## src/rtl/adc_ser_pkg.sv

```systemverilog
package adc_ser_pkg;
   localparam int unsigned DEF_RES_W       = 12;
   localparam int unsigned DEF_SYNC_STAGES = 2;

   typedef struct packed {
      logic lvl;
      logic rise;
      logic fall;
   } dclk_evt_t;
endpackage

```

## src/rtl/dclk_edge.sv

```systemverilog
module dclk_edge #(
   parameter int unsigned STAGES = adc_ser_pkg::DEF_SYNC_STAGES
) (
   input  logic                   clk,
   input  logic                   rst_n,
   input  logic                   dclk,
   output adc_ser_pkg::dclk_evt_t evt
);
   localparam int unsigned LAST = STAGES - 1;

   if (STAGES < 1) begin : g_bad_stages
      $error("dclk_edge: STAGES must be at least 1");
   end

   logic [STAGES-1:0] sync_q;
   logic              prev_q;

   if (STAGES == 1) begin : g_one
      always_ff @(posedge clk or negedge rst_n) begin
         if (!rst_n) sync_q <= '0;
         else        sync_q <= dclk;
      end
   end else begin : g_chain
      always_ff @(posedge clk or negedge rst_n) begin
         if (!rst_n) sync_q <= '0;
         else        sync_q <= {sync_q[STAGES-2:0], dclk};
      end
   end

   always_ff @(posedge clk or negedge rst_n) begin
      if (!rst_n) prev_q <= 1'b0;
      else        prev_q <= sync_q[LAST];
   end

   always_comb begin
      evt.lvl  = sync_q[LAST];
      evt.rise = sync_q[LAST] & ~prev_q;
      evt.fall = ~sync_q[LAST] & prev_q;
   end
endmodule

```

## src/rtl/ld_gate.sv

```systemverilog
module ld_gate #(
   parameter int unsigned RES_W = adc_ser_pkg::DEF_RES_W
) (
   input  logic             clk,
   input  logic             rst_n,
   input  logic             ld,
   input  logic [RES_W-1:0] ld_res,
   input  logic             rd_en,
   input  logic             dclk_lvl,
   output logic             take,
   output logic [RES_W-1:0] take_res,
   output logic             lost
);
   logic unsafe;

   always_comb begin
      unsafe   = rd_en & dclk_lvl;
      take     = ld & ~unsafe;
      take_res = ld_res;
   end

   always_ff @(posedge clk or negedge rst_n) begin
      if (!rst_n)             lost <= 1'b0;
      else if (ld && unsafe)  lost <= 1'b1;
      else if (ld)            lost <= 1'b0;
   end

   // a load during an enabled high phase raises the flag
   a_r6_drop_sets_lost: assert property (@(posedge clk) disable iff (!rst_n)
      (ld && rd_en && dclk_lvl) |=> lost);
   // a load outside that window clears the flag
   a_r7_accept_clears_lost: assert property (@(posedge clk) disable iff (!rst_n)
      (ld && !(rd_en && dclk_lvl)) |=> !lost);
endmodule

```

## src/rtl/frame_shifter.sv

```systemverilog
module frame_shifter #(
   parameter int unsigned RES_W = adc_ser_pkg::DEF_RES_W
) (
   input  logic             clk,
   input  logic             rst_n,
   input  logic             take,
   input  logic [RES_W-1:0] take_res,
   input  logic             rd_en,
   input  logic             rise,
   input  logic             fall,
   input  logic             tag,
   output logic             sdata,
   output logic             sync
);
   if (RES_W < 2) begin : g_bad_width
      $error("frame_shifter: RES_W must be at least 2");
   end

   logic [RES_W-1:0] sh_q;
   logic             pend_q;
   logic             tag_q;

   always_ff @(posedge clk or negedge rst_n) begin
      if (!rst_n) begin
         sh_q   <= '0;
         pend_q <= 1'b0;
         tag_q  <= 1'b0;
         sdata  <= 1'b0;
         sync   <= 1'b0;
      end else if (take) begin
         sh_q   <= take_res;
         pend_q <= 1'b1;
         sdata  <= 1'b0;
         sync   <= 1'b0;
      end else if (rd_en) begin
         if (fall) tag_q <= tag;
         if (rise) begin
            if (pend_q) begin
               pend_q <= 1'b0;
               sync   <= 1'b1;
               sdata  <= 1'b0;
            end else begin
               sync   <= 1'b0;
               sdata  <= sh_q[RES_W-1];
               sh_q   <= {sh_q[RES_W-2:0], tag_q};
            end
         end
      end
   end

   // no movement while readout is disabled
   a_r2_hold_when_off: assert property (@(posedge clk) disable iff (!rst_n)
      (!rd_en && !take) |=> ($stable(sdata) && $stable(sync)));
   // the marker never survives a second enabled rising edge
   a_r3_sync_one_period: assert property (@(posedge clk) disable iff (!rst_n)
      (sync && rise && rd_en && !take) |=> !sync);
   // each shift presents the old top bit
   a_r4_msb_first: assert property (@(posedge clk) disable iff (!rst_n)
      (rise && rd_en && !take && !pend_q) |=> (sdata == $past(sh_q[RES_W-1])));
   // an accepted load restarts the frame with quiet outputs
   a_r7_restart: assert property (@(posedge clk) disable iff (!rst_n)
      take |=> (!sync && !sdata && pend_q));
endmodule

```

## src/rtl/adc_serial_readout.sv

```systemverilog
module adc_serial_readout #(
   parameter int unsigned RES_W       = adc_ser_pkg::DEF_RES_W,
   parameter int unsigned SYNC_STAGES = adc_ser_pkg::DEF_SYNC_STAGES
) (
   input  logic             clk,
   input  logic             rst_n,
   input  logic             cs_n,
   input  logic             rd_cv,
   input  logic             dclk,
   input  logic             tag,
   input  logic             ld,
   input  logic [RES_W-1:0] ld_res,
   output logic             sdata,
   output logic             sdata_oe,
   output logic             sync,
   output logic             data_lost
);
   adc_ser_pkg::dclk_evt_t evt;
   logic                   rd_en;
   logic                   take;
   logic [RES_W-1:0]       take_res;

   assign rd_en    = ~cs_n & rd_cv;
   assign sdata_oe = rd_en;

   dclk_edge #(.STAGES(SYNC_STAGES)) u_edge (
      .clk   (clk),
      .rst_n (rst_n),
      .dclk  (dclk),
      .evt   (evt)
   );

   ld_gate #(.RES_W(RES_W)) u_gate (
      .clk      (clk),
      .rst_n    (rst_n),
      .ld       (ld),
      .ld_res   (ld_res),
      .rd_en    (rd_en),
      .dclk_lvl (evt.lvl),
      .take     (take),
      .take_res (take_res),
      .lost     (data_lost)
   );

   frame_shifter #(.RES_W(RES_W)) u_shift (
      .clk      (clk),
      .rst_n    (rst_n),
      .take     (take),
      .take_res (take_res),
      .rd_en    (rd_en),
      .rise     (evt.rise),
      .fall     (evt.fall),
      .tag      (tag),
      .sdata    (sdata),
      .sync     (sync)
   );

   // quiet outputs straight after reset
   a_r1_reset_quiet: assert property (@(posedge clk)
      $rose(rst_n) |-> (!sdata && !sync && !data_lost));
endmodule

```

## config.mk

```make
export PLATFORM = sky130hd
export DESIGN_NAME = adc_serial_readout
export DESIGN_NICKNAME = d
export VERILOG_FILES = /design/src/rtl/adc_ser_pkg.sv /design/src/rtl/dclk_edge.sv /design/src/rtl/ld_gate.sv /design/src/rtl/frame_shifter.sv /design/src/rtl/adc_serial_readout.sv
export SDC_FILE = /design/constraint.sdc
export NUM_CORES = 1
export LEC_CHECK = 0
export ABC_AREA = 0
export ABC_CLOCK_PERIOD_IN_PS = 1440
export BUFFER_PORTS_ARGS = -buffer_cell sky130_fd_sc_hd__buf_2
export CORE_UTILIZATION = 48
export CTS_CLUSTER_SIZE = 28
export DETAILED_ROUTE_END_ITERATION = 12
export HOLD_SLACK_MARGIN = 0.1
export PLACE_DENSITY = 0.73
export SLEW_MARGIN = 20
export SYNTH_ARGS = -nofsm -noshare
export SYNTH_HDL_FRONTEND = slang
export SYNTH_SLANG_ARGS = --single-unit
```

## constraint.sdc

```tcl
create_clock -name clk -period 1.44 [get_ports clk]
set_clock_uncertainty 0.1 [all_clocks]
set_input_delay 0.216 -clock clk [delete_from_list [all_inputs] [get_ports clk]]
set_output_delay 0.216 -clock clk [all_outputs]
set_load 0.005 [all_outputs]
```

==> summary.md <==
| Metric | Value |
|---|---|
| Post-DRT Antenna Nets | `0` |
| Setup Viol. Count Final | `0` |
| Final WS setup | `0.1212 ns` |
| DR vias | `760` |
| CP max-delay cell | `dfrtp_1` |
| Fin crit period | `1.319 ns` |
| Max Clock Freq | `758.3 MHz` |
| Startpoint Class | `flop` |
| Clock slew at reported path FFs | `0.10 ns` |
| Hold Slack | `0.1939 ns` |
| Slew @ Worst Pin | `0.4360 ns` |
| CP cell instances | `and3b_1 -> o21ai_2 -> buf_4 -> o221a_2` |
| Sequential share of the synthesized area | `0.5208` |
| DIE AREA | `0.002185 mm²` |
| Die Wd | `46.74 µm` |
| Post-synth ARST share | `1.000` |
| EDFF count, synth | `0` |
| Grt total ovfl | `0` |
| Fin. Hold Viols | `0` |
| CP Class | `flop to flop` |
| Syn_nets | `98` |
| Vias in the first global route | `627` |
| Nets | `131` |
| Metal2 WL | `912 µm` |
| Later-pin clock latency in the skew report | `0.29 ns` |
| Post-CTS setup repair buffer count | `0` |
| Root buffer cell | `clkbuf_4` |
| Top post-synthesis cells by count | `dfrtp_1, nand2_1, mux2i_1` |
| Worst stage delay on the critical path | `0.35 ns` |
| Fraction of layout cells with a size suffix above 1 | `0.3636` |
| Die Ht | `46.74 µm` |
| Post-synthesis register bit count | `20` |
| Ys flop type | `dfrtp_1` |
| Via density | `5.630` |
| Clock tree sinks | `20` |
| Period utilization | `0.9158` |
| Final slew viol count | `0` |
| Highest routed layer | `met4` |
| Area after DPL | `0.001127 mm²` |
| Synth unique cells | `19` |
| Synth Area per Inst | `12.16 µm²` |
| CTS Buffer Depth | `2` |
| Synth area leader | `dfrtp_1` |
| Design Area, Final | `0.001182 mm²` |
| Io pins | `23` |
| Pin count of the biggest net entering global routing | `21` |
| HPWL Detailed | `1368 µm` |
| Met3 Wirelength | `60 µm` |
| Critical Path RT | `1.53 ns` |
| CTS tree | `yes` |
| Yosys warning count | `0` |
| CTS H-tree depth | `1` |
| Post-Syn Area | `960.9 µm²` |
| Unrepaired setup endpoints after global routing | `no` |
| Leakage | `0.5735 nW` |
| Setup slack at placement | `-0.01525 ns` |
| Initial antenna violation count | `0` |
| Drt pass-1 iters | `4` |
| Leading post-synthesis cells by cell area | `dfrtp_1, mux2i_1, o221a_1` |
| Slew headroom | `0.7093` |
| Initial Utilization | `0.5333` |
| Overall routing resource usage | `0.1937` |
| First-pass GRT wire length | `2856 µm` |
| Routability cong. | `0.7429` |
| Core Rows | `15` |
| Critical Path Sink Type | `flop` |
| Area grow syn2layout | `23.05%` |
| Core outline area | `0.001802 mm²` |
| Synthesized instance count | `79` |
| Most instantiated library cell after synthesis | `dfrtp_1` |
| Routed WL | `1878 µm` |
| Pwr/cell area | `957.8 mW/mm²` |
| IO Port Bufs | `22` |
| Starting DRC count in detailed routing | `7` |
| Antenna diode count | `0` |
| Critical Path AT | `1.41 ns` |
| Peak supply drop | `0.5274 mV` |
| Crit-path max FO | `12` |
| Metal1 wirelength | `892 µm` |
| Drt wl/cell | `13.91 µm` |
| Cts bufs inserted | `3` |
| Max cap viols | `0` |
| Status | `finished clean` |
| Share of the synthesized area in the top cell type | `0.5208` |
| DRC violations left | `0` |
| Tot Pwr | `1.132 mW` |
| Worst Hold Class | `primary input to flop` |
## logic make-up (layout without fill, tap and decap cells)
kind of cell / Yosys count / in the layout / share of synthesized area
mux: 14 / 14 / 0.1484
simple gates: 22 / 22 / 0.1120
flops: 20 / 20 / 0.5208
compound gates: 18 / 18 / 0.1823
buf+inv: 5 / 36 / 0.03645
## state kept, by name, indices dropped and copies added, names as in the netlist
signal / cells
u_edge.prev_q: 1
u_edge.sync_q: 2
u_gate.lost: 1
u_shift.pend_q: 1
u_shift.sdata: 1
u_shift.sh_q: 12
u_shift.sync: 1
u_shift.tag_q: 1
## through the flow
stage	std cells	setup TNS [ns]	util
final	135	0	0.6563
after global routing	135	0	0.6563
after CTS	135	0	0.6549
after detailed placement	129	-0.05237	0.6257
after global placement	129	0	0.6257
after floorplan	79	0	-
## worst paths after layout
| kind | depth (start not counted) | slack, ns | start | end |
|---|---|---|---|---|
| worst max-delay path | 4 | 0.12 | u_edge.sync_q[1]$_DFF_PN0_ | u_shift.sh_q[0]$_DFFE_PN0P_ |
| worst min-delay path | 4 | 0.19 | ld_res[7] | u_shift.sh_q[7]$_DFFE_PN0P_ |
| worst max register to register | 4 | 0.12 | u_edge.sync_q[1]$_DFF_PN0_ | u_shift.sh_q[0]$_DFFE_PN0P_ |
| worst min register to register | 0 | 0.26 | u_edge.sync_q[0]$_DFF_PN0_ | u_edge.sync_q[1]$_DFF_PN0_ |
| max in group asynchronous | 2 | 0.65 | rst_n | u_edge.sync_q[1]$_DFF_PN0_ |
| min in group asynchronous | 2 | 0.29 | rst_n | u_shift.sh_q[5]$_DFFE_PN0P_ |
## cells in the final DEF, fill, tap and decap left out
master,count
nand2_2,1
dfrtp_1,20
o221a_1,10
o221a_2,2
mux2_2,2
clkbuf_4,3
mux2i_1,12
o21ai_0,1
nand3_1,1
nor2b_1,1
nand3b_1,2
o21ai_2,1
buf_2,22
a22o_1,1
a21oi_1,2
buf_4,8
and3b_1,1
nand2_1,12
a22oi_1,1
dlygate4sd3_1,3
and4bb_2,1
nor2_1,3
## per-layer routing
metal,global-route usage,vias up
met5,0,-
met1,0.2531,375
met3,0.04615,2
met4,0.08571,0
li1,-,368
met2,0.3083,15
## what timing repair did
item	in CTS	in global routing
setup endpoints to repair	0	7
resized for setup	0	1
endpoints found under the hold margin	22	0
hold buffers	3	0
## power by group
group / internal [mW] / leakage (nW) / switching (mW)
clock: 0.0971 / 0.0138 / 0.155
sequential: 0.624 / 0.235 / 0.0494
combinational: 0.120 / 0.325 / 0.0864
total: 0.842 / 0.573 / 0.291
## cell type report
class                      instances  area (µm²)
fill                             154       619.3
sequential                        20       500.5
multi-input combinational         54       427.9
timing repair buffer              33       200.2
tap                               25       31.28
clock buffer                       3       22.52
## critical path, delay by kind of cell, from the launching register on
kind | cells | cell delay [ns]
AO/OA/AOI/OAI | 2 | 0.34
buffers and inverters | 1 | 0.18
flip-flops | 1 | 0.35
AND/OR/NAND/NOR | 1 | 0.25
No activity file was read; power rests on OpenSTA's default activity.
